$ cat src/rtl/wake_pin_driver.sv
module wake_pin_driver #(
  parameter int unsigned CLK_HZ       = 100_000_000,
  parameter int unsigned PULSE_MS     = 150,
  parameter int unsigned PULSE_CYC_OV = 0
) (
  input  logic clk,
  input  logic rst_n,
  input  logic wake_evt,
  input  logic status_clr,
  input  logic wr_pol_en,
  input  logic wr_pol_val,
  input  logic wr_pat_en,
  input  logic wr_pat_val,
  output logic pol_rd,
  output logic pat_rd,
  output logic wake_status,
  output logic wake_pin
);
  localparam int unsigned PULSE_LEN = (PULSE_CYC_OV != 0) ? PULSE_CYC_OV
                                                          : (CLK_HZ / 1000) * PULSE_MS;
  localparam int unsigned CW = $clog2(PULSE_LEN + 1);

  logic          pol_q, pat_q, status_q;
  logic [CW-1:0] cnt_q;

  logic nxt_pol, nxt_pat, mode_chg, busy, active;

  assign nxt_pol  = wr_pol_en ? wr_pol_val : pol_q;
  assign nxt_pat  = wr_pat_en ? wr_pat_val : pat_q;
  assign mode_chg = (nxt_pol != pol_q) || (nxt_pat != pat_q);
  assign busy     = (cnt_q != '0);

  always_ff @(posedge clk) begin
    if (!rst_n) begin
      pol_q    <= 1'b0;
      pat_q    <= 1'b0;
      status_q <= 1'b0;
      cnt_q    <= '0;
    end else begin
      pol_q <= nxt_pol;
      pat_q <= nxt_pat;

      if (mode_chg)        status_q <= 1'b0;
      else if (wake_evt)   status_q <= 1'b1;
      else if (status_clr) status_q <= 1'b0;

      if (mode_chg)                       cnt_q <= '0;
      else if (pat_q && wake_evt && !busy) cnt_q <= CW'(PULSE_LEN);
      else if (busy)                      cnt_q <= cnt_q - CW'(1);
    end
  end

  assign active      = pat_q ? busy : status_q;
  assign wake_pin    = active ^ pol_q;
  assign pol_rd      = pol_q;
  assign pat_rd      = pat_q;
  assign wake_status = status_q;
endmodule

$ cat config.mk
export PLATFORM = sky130hd
export DESIGN_NAME = wake_pin_driver
export DESIGN_NICKNAME = d
export VERILOG_FILES = /design/src/rtl/wake_pin_driver.sv
export SDC_FILE = /design/constraint.sdc
export NUM_CORES = 1
export LEC_CHECK = 0
export ABC_AREA = 0
export CAP_MARGIN = 20
export CORE_AREA = 2 2 61 63
export DETAILED_ROUTE_END_ITERATION = 10
export DIE_AREA = 0 0 63 65
export PLACE_DENSITY = 0.61
export SLEW_MARGIN = 20
export SYNTH_ARGS = -nofsm -noshare
export SYNTH_HDL_FRONTEND = slang
export SYNTH_SLANG_ARGS = --single-unit
$ cat constraint.sdc
create_clock -name clk -period 7.18 [get_ports clk]
set_input_delay 1.795 -clock clk [delete_from_list [all_inputs] [get_ports clk]]
set_output_delay 1.795 -clock clk [all_outputs]
set_load 0.01 [all_outputs]
==> results.toml, run 1 <==
[die]
core_sq_um = 3496
dieHeight_um = 65
ioPinCount = 12
die_area_sq_um = 4095
rows = 22
die-width_um = 63
initial_core_util = 0.4184

[clock_network]
clk_pin_slew_worst_paths_ns = 0.14
tritoncts = "built"
clockBufferDepth = 2
clkSinkCount = 27
ctsHoldBuffers = 0
post_cts_resized = 0
clk_latency_ns = 0.33
cts_setup_buffers = 0
clockRootBuffer = "clkbuf_4"
cts_max_level = 1
numCtsBuffers = 3

[global_route]
overflow = 0
antenna_found_initial = 0
grt_max_degree = 15
grt_pass1_wl_um = 5885
grt_usage = 0.1791
first_global_vias = 1229

[detailed_routing]
num_vias = 1288
wl_met2_um = 1550
wl_met3_um = 121
dr.pass1.iters = 4
routed_wl_um = 3328
wl_per_cell_um = 15.20
vias_per_cell = 5.881
drc = 0
final_antenna_net_count = 0
wl_met1_um = 1625
drt_iter0_markers = 56
top_layer_used = "met4"

[synth]
synth_cells = 164
ys_types = 43
syn_nets = 174
yosysWarningCount = 0
synth_edf_count = 0
synth_area_per_cell_sq_um = 8.919
ys_ff_latch = 27
synth-main-ff-cell = "dfxtp_1"
syn_area_sq_um = 1463
async_reset_ff_frac = 0
ys_seq_area_frac = 0.3695

[place]
port_buffers = 11
placed_cell_area_sq_um = 1579
dp_hpwl_um = 2494
place_congestion = 0.8366

[min_path]
holdPathStages = 1
worstHoldEndpoint = "cnt_q[13]"
hp-class = "reg -> reg"
holdCritStartpoint = "cnt_q[13]"

[setup_path]
timing.rr.end = "cnt_q[6]"
reg2reg_depth = 7
startpoint_type = "register"
required_ns = 5.39
slowest_stage = "nor4bb_2"
crit_type = "reg -> out"
r2r_slack_ns = 4.19
worst_r2r_startpoint = "cnt_q[0]"
cp_data_arrival_time_ns = 3.48
end_kind = "output pin"
max_stage_delay_ns = 0.77
crit_fanout = 8
path_cells = "inv_1, ha_1, nor4b_1, nor4bb_2, nand3_1, o21ai_0, xnor2_1, clkdlybuf4s50_1"

[power]
ir_drop_uv = 171.5
leakagePower_uw = 0.0005737
powerDensity_nw_per_um2 = 525.2

[job]
maxCapViolations = 0

[status]
status = "finished, final reports clean"

[cells_and_area]
final_cell_area_sq_um = 1612
num_antenna_cells = 0
layout-drive-gt1-share = 0.08772
area_delta_synth_final_pct = 10.18
layout.nets = 182
fill_cells = 371

[timing]
min_period_ns = 5.277
finalHoldViolCount = 0
fmax_mhz = 189.5
hold_ws_ns = 0.4969
setup-tns-final_ns = 0
max_slew.worst_pin.slew_ns = 0.9184
final.period_utilization = 0.7350
rsz0062_at_grt = "no"
slew_viol_final = 0
fin_skew_ns = 0.003870
setup-violations-final = 0
max-slew-margin-rel = 0.3791
[final cells by class]
| type | count | area, sq um | area share |
|---|---|---|---|
| Timing Repair Buffer | 11 | 110.1 | 0.06832 |
| Tap cell | 48 | 60.06 | 0.03727 |
| Inverter | 3 | 11.26 | 0.006988 |
| Clock buffer | 4 | 26.28 | 0.01630 |
| Multi-Input combinational cell | 126 | 863.3 | 0.5357 |
| Sequential cell | 27 | 540.5 | 0.3354 |
[cells by family (layout without fill, tap and decap cells)]
| family | after synthesis | in the layout | share of synthesized area |
|---|---|---|---|
| AO/OA/AOI/OAI | 40 | 40 | 0.1882 |
| XOR/XNOR | 11 | 11 | 0.06587 |
| adder cells (fa/ha/maj) | 2 | 2 | 0.01711 |
| buffers and inverters | 11 | 18 | 0.04447 |
| flip-flops | 27 | 27 | 0.3695 |
| multiplexers | 2 | 2 | 0.01369 |
| AND/OR/NAND/NOR | 71 | 71 | 0.3011 |
[Yosys cell counts, types with 3 or more instances]
master / instances / area [sq um]
nor4_1: 5 / 31.28
nor2_1: 17 / 63.81
or4_1: 4 / 30.03
inv_1: 3 / 11.26
o21ai_0: 5 / 25.02
xor2_1: 3 / 26.28
nand2_1: 6 / 22.52
buf_2: 3 / 15.01
xnor2_1: 8 / 70.07
and3_1: 3 / 18.77
nor3_1: 5 / 25.02
dfxtp_1: 27 / 540.5
nand3_1: 5 / 25.02
or3_1: 5 / 31.28
a211oi_1: 12 / 90.09
a21oi_1: 10 / 50.05
or2_2: 3 / 18.77
a311oi_1: 7 / 61.31
[layout by cell type, fill, tap and decap left out, drive strengths merged, types with 4 or more instances in the layout]
cell,netlist,layout
a21oi,10,10
or3,7,7
or2,4,4
nand3,5,5
o21ai,5,5
nor4,7,7
xnor2,8,8
nor2,18,18
dfxtp,27,27
a211oi,12,12
clkdlybuf4s50,0,11
or4,4,4
a311oi,7,7
and3,4,4
nor3,6,6
clkbuf,2,4
nand2,6,6
[report_power, final]
| part | switching, uW | leakage [uW] | internal [uW] | total [uW] |
|---|---|---|---|---|
| combinational | 317 | 0.000338 | 221 | 537 |
| sequential | 49.6 | 0.000221 | 192 | 242 |
| clock | 45.4 | 0.0000150 | 21.8 | 67.2 |
[worst max-delay path, delay by kind of cell, from the launching register on]
family | cells | cell delay, ns
flip-flops | 1 | 0.36
AO/OA/AOI/OAI | 1 | 0.12
buffers and inverters | 2 | 0.67
AND/OR/NAND/NOR | 3 | 1.67
adder cells (fa/ha/maj) | 1 | 0.18
XOR/XNOR | 1 | 0.14
[state kept, by name (all words and copies together), names as in the netlist]
register and flops:
cnt_q 24, pat_rd 1, pol_rd 1, wake_status 1
[how the worst max path moves through the flow]
stage,from,to,slack [ns],cells past startpoint
after floorplan,cnt_q[0],wake_pin,3.44,8
after global placement,cnt_q[0],wake_pin,2.25,8
after detailed placement,cnt_q[0],wake_pin,2.09,8
after CTS,cnt_q[0],wake_pin,1.69,8
after global routing,cnt_q[0],wake_pin,1.54,8
final,cnt_q[0],wake_pin,1.90,8
[through the flow]
stage | power [uW] | worst slack (ns) | utilization | cells
2_1_floorplan | 680.2 | 3.435 | - | 164
6_report | 846.4 | 1.903 | 0.4610 | 219
3_5_place_dp | 768.6 | 2.088 | 0.4517 | 215
4_1_cts | 839.3 | 1.688 | 0.4592 | 219
3_3_place_gp | 757.8 | 2.247 | 0.4517 | 215
5_1_grt | 927.4 | 1.538 | 0.4610 | 219
[layer usage]
metal	global-route usage	up-vias
met4	0.04722	0
li1	-	640
met1	0.2331	610
met5	0	-
met2	0.3085	34
met3	0.02778	4
No activity file was read; power rests on OpenSTA's default activity.
==> inputs of run 2 (changes only) <==
clock period = 5.1 ns   (was 7.18 ns; I/O delays follow)
==> results.toml, run 2 (synthesis results as in run 1) <==
[setup_path]
crit_type = "reg -> out"
max_stage_delay_ns = 0.55
r2r_slack_ns = 2.52
path_cells = "inv_1, ha_1, nor4b_1, buf_4, nor4bb_1, buf_4, nand3_1, o21ai_0, xnor2_1, clkdlybuf4s50_1"
crit_top_cell = "buf_4"
slowest_stage = "clkdlybuf4s50_1"
timing.rr.end = "cnt_q[2]"
end_kind = "output pin"
cp_data_arrival_time_ns = 2.82
worst_r2r_startpoint = "cnt_q[8]"
startpoint_type = "register"
required_ns = 3.83
crit_fanout = 8
reg2reg_depth = 5

[clock_network]
tritoncts = "built"
post_cts_resized = 0
clockRootBuffer = "clkbuf_4"
clockBufferDepth = 2
cts_setup_buffers = 0
ctsHoldBuffers = 0
clk_pin_slew_worst_paths_ns = 0.13
cts_max_level = 1
clkSinkCount = 27
numCtsBuffers = 3
clk_latency_ns = 0.33

[global_route]
first_global_vias = 1218
grt_max_degree = 16
grt_pass1_wl_um = 5692
overflow = 0
grt_usage = 0.1776
antenna_found_initial = 0

[timing]
max_slew.worst_pin.slew_ns = 0.5265
setup-violations-final = 0
fmax_mhz = 244.1
setup-tns-final_ns = 0
finalHoldViolCount = 0
rsz0062_at_grt = "no"
fin_skew_ns = 0.01534
hold_ws_ns = 0.4937
min_period_ns = 4.096
slew_viol_final = 0
final.period_utilization = 0.8032
max-slew-margin-rel = 0.6399
worst_slack_ns = 1.004

[die]
initial_core_util = 0.4184
die_area_sq_um = 4095
dieHeight_um = 65
rows = 22
ioPinCount = 12
die-width_um = 63
core_sq_um = 3496

[place]
dp_worst_setup_slack_ns = 1.357
dp_hpwl_um = 2514
place_congestion = 0.8150
port_buffers = 11
place_inst = 217

[power]
power_frac_comb = 0.640
p_int_uw = 625.0
pwr-share-clk = 0.076
seq_power_share = 0.284
switchingPower_uw = 583.1
powerDensity_nw_per_um2 = 745.0
ir_drop_uv = 423.0
leakagePower_uw = 0.0005854
switching_share = 0.4827

[min_path]
hp-class = "reg -> reg"
holdCritStartpoint = "cnt_q[11]"
worstHoldEndpoint = "cnt_q[11]"
holdPathStages = 2

[cells_and_area]
post_layout_nonfiller_instances = 221
largest_reg_flops = 24
fill_cells = 368
largest-register = "cnt_q"
area_delta_synth_final_pct = 10.86
num_antenna_cells = 0
final_util = 0.4639
multi_input_area_sq_um = 857.1
layout.nets = 184
final_common_cell = "dfxtp_1"
layout.area.seq_sq_um = 540.5
final_cell_mix = "27 x dfxtp_1, 17 x nor2_1, 12 x a211oi_1"
layout-drive-gt1-share = 0.09827

[detailed_routing]
final_antenna_net_count = 0
drc = 0
num_vias = 1316
dr.pass1.iters = 4
vias_per_cell = 5.955
routed_wl_um = 3379
wl_per_cell_um = 15.29
drt_iter0_markers = 93

[job]
maxCapViolations = 0

[status]
status = "finished, final reports clean"
[run 2: critical path: cells and delay by family, from the launching register on]
family / cells / cell delay (ns)
AND/OR/NAND/NOR: 3 / 0.65
AO/OA/AOI/OAI: 1 / 0.11
buffers and inverters: 4 / 1.08
flip-flops: 1 / 0.36
XOR/XNOR: 1 / 0.14
adder cells (fa/ha/maj): 1 / 0.17
[run 2: cell type report]
class                   count  share of cell area
inverters                   3            0.006944
repair buffers             13             0.07716
clock inverters             1            0.003086
flip-flops and latches     27              0.3333
multi-input cells         126              0.5285
clock buffers               3             0.01389
well taps                  48             0.03704
[run 2: stage by stage]
stage                     area, sq um  total power, uW
after floorplan                  1463            957.6
after global placement           1594             1087
after detailed placement         1594             1106
after CTS                        1622             1205
after global routing             1622             1314
final                            1622             1208
[run 2: power groups by stage]
| stage | logic [uW] | clock network, uW | registers (uW) |
|---|---|---|---|
| after global routing | 854 | 106 | 354 |
| after detailed placement | 760 | 0 | 346 |
| after global placement | 744 | 0 | 343 |
| after floorplan | 628 | 0 | 330 |
| after CTS | 766 | 96.6 | 342 |
| final | 773 | 92.0 | 343 |
[run 2: layer usage]
| layer | GRT usage | vias up | wire length [um] |
|---|---|---|---|
| met5 | 0 | - | 0 |
| met4 | 0.07500 | 0 | 87 |
| met3 | 0.06771 | 10 | 214 |
| met2 | 0.2886 | 42 | 1571 |
| met1 | 0.2095 | 618 | 1506 |
| li1 | - | 646 | - |
[run 2: worst max path at each step]
| stage | from | endpoint | slack (ns) | depth (start not counted) |
|---|---|---|---|---|
| 5_1_grt | cnt_q[0] | wake_pin | 0.76 | 10 |
| 3_5_place_dp | cnt_q[0] | wake_pin | 1.36 | 10 |
| 4_1_cts | cnt_q[0] | wake_pin | 0.97 | 10 |
| 2_1_floorplan | cnt_q[0] | wake_pin | 1.88 | 8 |
| 3_3_place_gp | cnt_q[16] | wake_pin | 1.42 | 6 |
| 6_report | cnt_q[0] | wake_pin | 1.00 | 10 |
